**src/rtl/irq_share_pkg.sv**
```systemverilog
package irq_share_pkg;

  typedef enum logic [1:0] {
    K_NONE   = 2'd0,
    K_STATUS = 2'd1,
    K_CLEAR  = 2'd2,
    K_ENABLE = 2'd3
  } reg_kind_e;

  typedef struct packed {
    reg_kind_e  kind;
    logic [7:0] out_idx;
    logic [7:0] word_idx;
  } reg_dec_t;

  // status: [0,nw), clear: [nw,2nw), enables: line-major then word
  function automatic reg_dec_t dec_addr(input int unsigned a,
                                        input int unsigned nw,
                                        input int unsigned no);
    reg_dec_t d;
    int unsigned rel;
    d.kind     = K_NONE;
    d.out_idx  = '0;
    d.word_idx = '0;
    rel        = 0;
    if (a < nw) begin
      d.kind     = K_STATUS;
      d.word_idx = 8'(a);
    end else if (a < 2 * nw) begin
      d.kind     = K_CLEAR;
      d.word_idx = 8'(a - nw);
    end else if (a < 2 * nw + no * nw) begin
      rel        = a - 2 * nw;
      d.kind     = K_ENABLE;
      d.out_idx  = 8'(rel / nw);
      d.word_idx = 8'(rel % nw);
    end
    return d;
  endfunction

endpackage

```
**src/rtl/irq_pend_bank.sv**
```systemverilog
module irq_pend_bank #(
  parameter int unsigned NUM_WORDS = 2,
  parameter int unsigned WORD_W    = 32,
  localparam int unsigned TOT_W    = NUM_WORDS * WORD_W
) (
  input  logic             clk_i,
  input  logic             rst_ni,
  input  logic [TOT_W-1:0] src_i,
  input  logic [TOT_W-1:0] clr_i,
  output logic [TOT_W-1:0] status_o
);

  logic [TOT_W-1:0] status_q;

  // set wins over clear
  always_ff @(posedge clk_i or negedge rst_ni) begin
    if (!rst_ni) status_q <= '0;
    else         status_q <= (status_q & ~clr_i) | src_i;
  end

  assign status_o = status_q;

endmodule

```
**src/rtl/irq_en_bank.sv**
```systemverilog
module irq_en_bank #(
  parameter int unsigned NUM_WORDS = 2,
  parameter int unsigned WORD_W    = 32,
  localparam int unsigned TOT_W    = NUM_WORDS * WORD_W,
  localparam int unsigned WIDX_W   = (NUM_WORDS > 1) ? $clog2(NUM_WORDS) : 1
) (
  input  logic              clk_i,
  input  logic              rst_ni,
  input  logic              we_i,
  input  logic [WIDX_W-1:0] word_i,
  input  logic [WORD_W-1:0] wdata_i,
  output logic [TOT_W-1:0]  en_o
);

  logic [TOT_W-1:0] en_q;

  always_ff @(posedge clk_i or negedge rst_ni) begin
    if (!rst_ni) begin
      en_q <= '0;
    end else if (we_i) begin
      for (int w = 0; w < int'(NUM_WORDS); w++) begin
        if (int'(word_i) == w) en_q[w*WORD_W +: WORD_W] <= wdata_i;
      end
    end
  end

  assign en_o = en_q;

endmodule

```
**src/rtl/irq_edge_out.sv**
```systemverilog
module irq_edge_out #(
  parameter int unsigned TOT_W = 64
) (
  input  logic             clk_i,
  input  logic             rst_ni,
  input  logic [TOT_W-1:0] status_i,
  input  logic [TOT_W-1:0] en_i,
  output logic             irq_o
);

  logic req;
  logic req_q;

  // en_i[0] doubles as the line's master enable
  assign req = en_i[0] & (|(status_i & en_i));

  always_ff @(posedge clk_i or negedge rst_ni) begin
    if (!rst_ni) req_q <= 1'b0;
    else         req_q <= req;
  end

  assign irq_o = req & ~req_q;

endmodule

```
**src/rtl/irq_share_ctrl.sv**
```systemverilog
module irq_share_ctrl
  import irq_share_pkg::*;
#(
  parameter int unsigned NUM_WORDS = 2,
  parameter int unsigned WORD_W    = 32,
  parameter int unsigned NUM_OUT   = 4,
  localparam int unsigned TOT_W    = NUM_WORDS * WORD_W,
  localparam int unsigned N_REGS   = 2 * NUM_WORDS + NUM_OUT * NUM_WORDS,
  localparam int unsigned ADDR_W   = (N_REGS > 1) ? $clog2(N_REGS) : 1,
  localparam int unsigned WIDX_W   = (NUM_WORDS > 1) ? $clog2(NUM_WORDS) : 1
) (
  input  logic               clk_i,
  input  logic               rst_ni,
  input  logic [TOT_W-1:0]   src_i,
  input  logic               reg_we_i,
  input  logic [ADDR_W-1:0]  reg_addr_i,
  input  logic [WORD_W-1:0]  reg_wdata_i,
  output logic [WORD_W-1:0]  reg_rdata_o,
  output logic [NUM_OUT-1:0] irq_o
);

  reg_dec_t                      dec;
  logic [TOT_W-1:0]              status_q;
  logic [TOT_W-1:0]              clr_mask;
  logic [NUM_OUT-1:0][TOT_W-1:0] en_flat;

  assign dec = dec_addr(int'(reg_addr_i), NUM_WORDS, NUM_OUT);

  for (genvar w = 0; w < int'(NUM_WORDS); w++) begin : g_clr
    assign clr_mask[w*WORD_W +: WORD_W] =
      (reg_we_i && dec.kind == K_CLEAR && dec.word_idx == 8'(w)) ? reg_wdata_i : '0;
  end

  irq_pend_bank #(
    .NUM_WORDS (NUM_WORDS),
    .WORD_W    (WORD_W)
  ) i_pend (
    .clk_i    (clk_i),
    .rst_ni   (rst_ni),
    .src_i    (src_i),
    .clr_i    (clr_mask),
    .status_o (status_q)
  );

  for (genvar o = 0; o < int'(NUM_OUT); o++) begin : g_out
    logic bank_we;
    assign bank_we = reg_we_i && dec.kind == K_ENABLE && dec.out_idx == 8'(o);

    irq_en_bank #(
      .NUM_WORDS (NUM_WORDS),
      .WORD_W    (WORD_W)
    ) i_en (
      .clk_i   (clk_i),
      .rst_ni  (rst_ni),
      .we_i    (bank_we),
      .word_i  (dec.word_idx[WIDX_W-1:0]),
      .wdata_i (reg_wdata_i),
      .en_o    (en_flat[o])
    );

    irq_edge_out #(
      .TOT_W (TOT_W)
    ) i_edge (
      .clk_i    (clk_i),
      .rst_ni   (rst_ni),
      .status_i (status_q),
      .en_i     (en_flat[o]),
      .irq_o    (irq_o[o])
    );
  end

  always_comb begin
    reg_rdata_o = '0;
    for (int w = 0; w < int'(NUM_WORDS); w++) begin
      if (dec.word_idx == 8'(w)) begin
        if (dec.kind == K_STATUS) reg_rdata_o = status_q[w*WORD_W +: WORD_W];
        for (int o = 0; o < int'(NUM_OUT); o++) begin
          if (dec.kind == K_ENABLE && dec.out_idx == 8'(o))
            reg_rdata_o = en_flat[o][w*WORD_W +: WORD_W];
        end
      end
    end
  end

endmodule

```
**config.mk**
```make
export PLATFORM = sky130hd
export DESIGN_NAME = irq_share_ctrl
export DESIGN_NICKNAME = d
export VERILOG_FILES = /design/src/rtl/irq_share_pkg.sv /design/src/rtl/irq_pend_bank.sv /design/src/rtl/irq_en_bank.sv /design/src/rtl/irq_edge_out.sv /design/src/rtl/irq_share_ctrl.sv
export SDC_FILE = /design/constraint.sdc
export NUM_CORES = 1
export LEC_CHECK = 0
export ABC_AREA = 1
export BUFFER_PORTS_ARGS = -buffer_cell sky130_fd_sc_hd__buf_4
export CAP_MARGIN = 20
export CORE_MARGIN = 3
export CORE_UTILIZATION = 50
export DETAILED_ROUTE_END_ITERATION = 10
export PLACE_DENSITY_LB_ADDON = 0.1
export SLEW_MARGIN = 20
export SYNTH_ARGS = -nofsm -noshare
export SYNTH_HDL_FRONTEND = slang
export SYNTH_SLANG_ARGS = --single-unit
```
**constraint.sdc**
```tcl
create_clock -name clk_i -period 3.45 [get_ports clk_i]
set_input_delay 0.69 -clock clk_i [delete_from_list [all_inputs] [get_ports clk_i]]
set_output_delay 0.69 -clock clk_i [all_outputs]
set_load 0.01 [all_outputs]
```
==> impl_summary.md <==
Cells and area
The non-filler instance count after layout is ~3k. The area growth from synthesis to layout is 20.79%. The fraction of final layout cells sized beyond drive strength 1 is 13.02%. The count of antenna diodes in the layout is 0.

The net count of the finished layout is between 2k and 3k.

Placement
The HPWL after detailed placement is between 30 and 40 mm. The post-placement worst setup slack is around 0.021 ns. The placed cell count is 2955. The count of buffers inserted at the top-level ports is between 100 and 150.

At the end of routability-driven placement, the weighted congestion stood at about 0.9.

Routing
The wire length reported by the detailed router is about 57 mm. The post-route antenna net violation count is 0. The DRC marker count from the first detailed-route iteration is 1574.

For this run, design rule violations remaining after detail routing come to 0. The detailed-routing iteration count for the pre-antenna-repair pass is 5. Across all layers, the routed design uses between 15k and 20k vias. After detailed routing, the average wire length per cell comes to 18.73 µm.

The detail-routed via count per cell is 5.565.

Logic synthesis
Sorting the synthesized cells by area gives the leading types as sky130_fd_sc_hd__dfrtp_1 (47%), sky130_fd_sc_hd__nand2_1 (22%), sky130_fd_sc_hd__o21ai_0 (7.6%). The number of instances in the synthesized netlist is between 2k and 2.5k. The number of warning messages in the yosys log is 0. Sorting the synthesized cells by how often they occur yields sky130_fd_sc_hd__nand2_1 (1020), sky130_fd_sc_hd__dfrtp_1 (324), sky130_fd_sc_hd__o21ai_0 (265).

The number of different library cells in the post-synthesis netlist is 28. The commonest register cell after synthesis is sky130_fd_sc_hd__dfrtp_1. For this run, asynchronously set or reset flops after synthesis account for 100.0%.

Summed over its instances, the top area cell type makes up 46.63% of the synthesized netlist area. In the post-synthesis netlist, the cell with the most instances is sky130_fd_sc_hd__nand2_1. Each instance of the synthesized netlist takes up on average ~7 µm². The post-synthesis instance area is 17390 µm². The biggest area consumer among synthesized cells is sky130_fd_sc_hd__dfrtp_1. The number of nets handed over by synthesis was 2530.

Summing the sequential cell areas from Yosys gives a little under half of the chip area. The number of flops mapped to enable cells by yosys is 0. The synthesized flop and latch total is 324.

CTS
The latest clock arrival within the worst-skew pair is between 0.5 and 0.6 ns. In this run the clock root is driven by a sky130_fd_sc_hd__clkbuf_16. The number of levels the H-tree was split into is 2.

The post-CTS clock slew at the launch and capture registers of the worst setup and hold paths is 0.06 ns. The clock tree from TritonCTS is built. The TritonCTS buffer count is 38. The maximum number of buffers from clock root to sink is 3. The number of sinks handled by clock tree synthesis is 324.

Setup path
At the worst endpoint, the required time is 2.76 ns. The classification of the worst setup path is in -> out. Data arrives at the worst endpoint at 2.69 ns. The worst setup path is launched from an input pin. The type of element capturing the critical path is a primary output. The worst reg2reg path startpoint is i_pend.status_o[29].

The length in cells of the worst reg-to-reg path is 8. Setup slack on the worst reg-to-reg path comes out at approximately 1.6 ns. The endpoint of the lowest-slack register-to-register path is g_out[3].i_edge.req_q. Along the worst path, the maximum fanout reaches 9.

STA
The setup TNS is 0 ns. The worst pin sits at a relative slew slack of 53.21%. The period utilization is 97.88%. The final-report setup violation count is 0. For this run, the top clock speed supported by timing is roughly 300 MHz.

Across the routed clock network, the largest skew measured is about 0.016 ns. The number of hold-slack violations in the final timing report was 0. The tightest hold path in the finished design has a slack of 0.07781 ns. The time the final worst path needs with I/O delays and setup is 3.377 ns.

For the pin with the worst max-slew slack, the measured transition is between 0.7 and 0.8 ns. The final-report max-slew violation count is 0. Once routing completed, OpenROAD measured the worst setup slack at about 0.073 ns.

Floorplan
The total die area is 37050 µm². In this run the horizontal extent of the chip is 192.5 µm. In this run the vertical extent of the chip is 192.5 µm. The number of core rows is 67.

The starting utilization of the core area is 51.34%. Pin placement for this block handled 139 I/O pins. After floorplanning, the core was sized to cover between 30000 and 40000 µm².

GRT
The aggregate global routing overflow is 0. The pin count of the biggest net entering global routing is 86. The number of antenna violations at the first check in global routing came to 0.

The first global-routing pass estimated just under 90 mm of wire. The number of global-route vias before repair is 16.35k. Global routing consumed, over all layers together, 30.55% of the routing resources.

Pwr
Power spread over the standard cell area amounts to 577.0 nW/µm². The leakage power is 10.80 nW. The completed layout was analyzed and its total power is 0.01212 W. VDD sags by at most ~0.45 mV.

Min path
The min-delay analysis places its worst path in the category in -> async.

Flow run
The tool flagged a number of max-cap violations equal to 0.

Run status
The flow ran to the end, and the final reports show no timing, DRC or antenna violations.
[area by class of cell]
type                            count  area, µm²
Inverter                          156      585.6
Sequential cell                   324       8108
Multi-Input combinational cell   1807       8220
Tap cell                          448      560.5
Fill cell                        3089      12860
Clock inverter                     14      166.4
Timing Repair Buffer              233       2258
Clock buffer                       55       1105
[cells in the final DEF (no fill, tap or decap), types with 4 or more instances in the layout]
master and count:
sky130_fd_sc_hd__nor3_1 8, sky130_fd_sc_hd__inv_2 9, sky130_fd_sc_hd__nand4_1 37, sky130_fd_sc_hd__nand3b_1 27
sky130_fd_sc_hd__nand2_2 9, sky130_fd_sc_hd__nor2_4 4, sky130_fd_sc_hd__clkinv_2 7, sky130_fd_sc_hd__nand3_2 4
sky130_fd_sc_hd__a21o_1 64, sky130_fd_sc_hd__o21ai_0 257, sky130_fd_sc_hd__nor2_2 4, sky130_fd_sc_hd__nand2_1 1010
sky130_fd_sc_hd__buf_12 30, sky130_fd_sc_hd__nor2_1 51, sky130_fd_sc_hd__clkbuf_8 9, sky130_fd_sc_hd__o21ai_1 66
sky130_fd_sc_hd__inv_1 147, sky130_fd_sc_hd__nand3_1 175, sky130_fd_sc_hd__a22o_1 5, sky130_fd_sc_hd__clkbuf_1 8
sky130_fd_sc_hd__clkbuf_16 43, sky130_fd_sc_hd__dfrtp_1 324, sky130_fd_sc_hd__buf_4 192, sky130_fd_sc_hd__a21oi_1 65
[registers in the layout (all words and copies together), names as in the netlist]
name and cells:
i_pend.status_o 64, g_out.i_edge.req_q 4, g_out.i_en.en_o 256
[through the flow]
step	util, %	area (µm²)
finish	62.02	21000
global route	62.02	21000
CTS	61.12	20700
detailed placement	57.35	19420
global placement	57.35	19420
floorplan	-	17390
[critical path, cell delays in order]
cell and delay [ns]:
sky130_fd_sc_hd__buf_4 0.09, sky130_fd_sc_hd__inv_2 0.04, sky130_fd_sc_hd__ha_4 0.16, sky130_fd_sc_hd__ha_2 0.20
sky130_fd_sc_hd__nor2_2 0.12, sky130_fd_sc_hd__inv_2 0.06, sky130_fd_sc_hd__nor2_4 0.18, sky130_fd_sc_hd__nor2_4 0.07
sky130_fd_sc_hd__buf_12 0.15, sky130_fd_sc_hd__nand2_4 0.16, sky130_fd_sc_hd__clkbuf_16 0.19, sky130_fd_sc_hd__nand2_1 0.05
sky130_fd_sc_hd__nand2_1 0.07, sky130_fd_sc_hd__nand2_1 0.07, sky130_fd_sc_hd__nand2_1 0.06, sky130_fd_sc_hd__nand2_1 0.05
sky130_fd_sc_hd__nand2_1 0.06, sky130_fd_sc_hd__nand2_1 0.06, sky130_fd_sc_hd__buf_4 0.14
[where the power goes]
group	switching, W	leakage [nW]	internal [W]	total (W)
Combinational	0.00169	6.21	0.00115	0.00283
Sequential	0.000616	3.97	0.00455	0.00517
Clock	0.00166	0.628	0.00246	0.00412
Total	0.00396	10.8	0.00816	0.0121
[cell families after synthesis]
family	share of synthesized area, %
AO/OA/AOI/OAI	14.40
adder cells (fa/ha/maj)	0.5036
buffers and inverters	6.699
flip-flops	46.63
AND/OR/NAND/NOR	31.77
[worst max path at each step]
stage / from / to / slack (ns) / cells past startpoint
2_1_floorplan: reg_addr_i[2] / reg_rdata_o[10] / 0.33 / 14
3_3_place_gp: reg_addr_i[1] / reg_rdata_o[4] / 0.05 / 15
3_5_place_dp: reg_addr_i[1] / reg_rdata_o[28] / 0.02 / 15
4_1_cts: reg_addr_i[1] / reg_rdata_o[23] / 0.03 / 18
5_1_grt: reg_addr_i[1] / reg_rdata_o[13] / -0.08 / 19
6_report: reg_addr_i[1] / reg_rdata_o[13] / 0.07 / 19
[metal layers]
| layer | track usage [%] | wire length, µm | up-vias |
|---|---|---|---|
| met4 | 10.87 | 2082 | 0 |
| met2 | 50.85 | 26980 | 678 |
| met5 | 0 | 0 | - |
| li1 | - | - | 8106 |
| met1 | 40.96 | 24070 | 7989 |
| met3 | 4.287 | 3745 | 128 |
[repair_timing]
action / in CTS / in global routing
endpoints found under the hold margin: 0 / 0
gates resized for setup: 1 / 35
hold buffers: 0 / 0
gates cloned: 0 / 6
setup endpoints to repair: 1 / 32
buffers inserted: 0 / 7
pin swaps: 0 / 8
No activity file was read; power rests on OpenSTA's default activity.
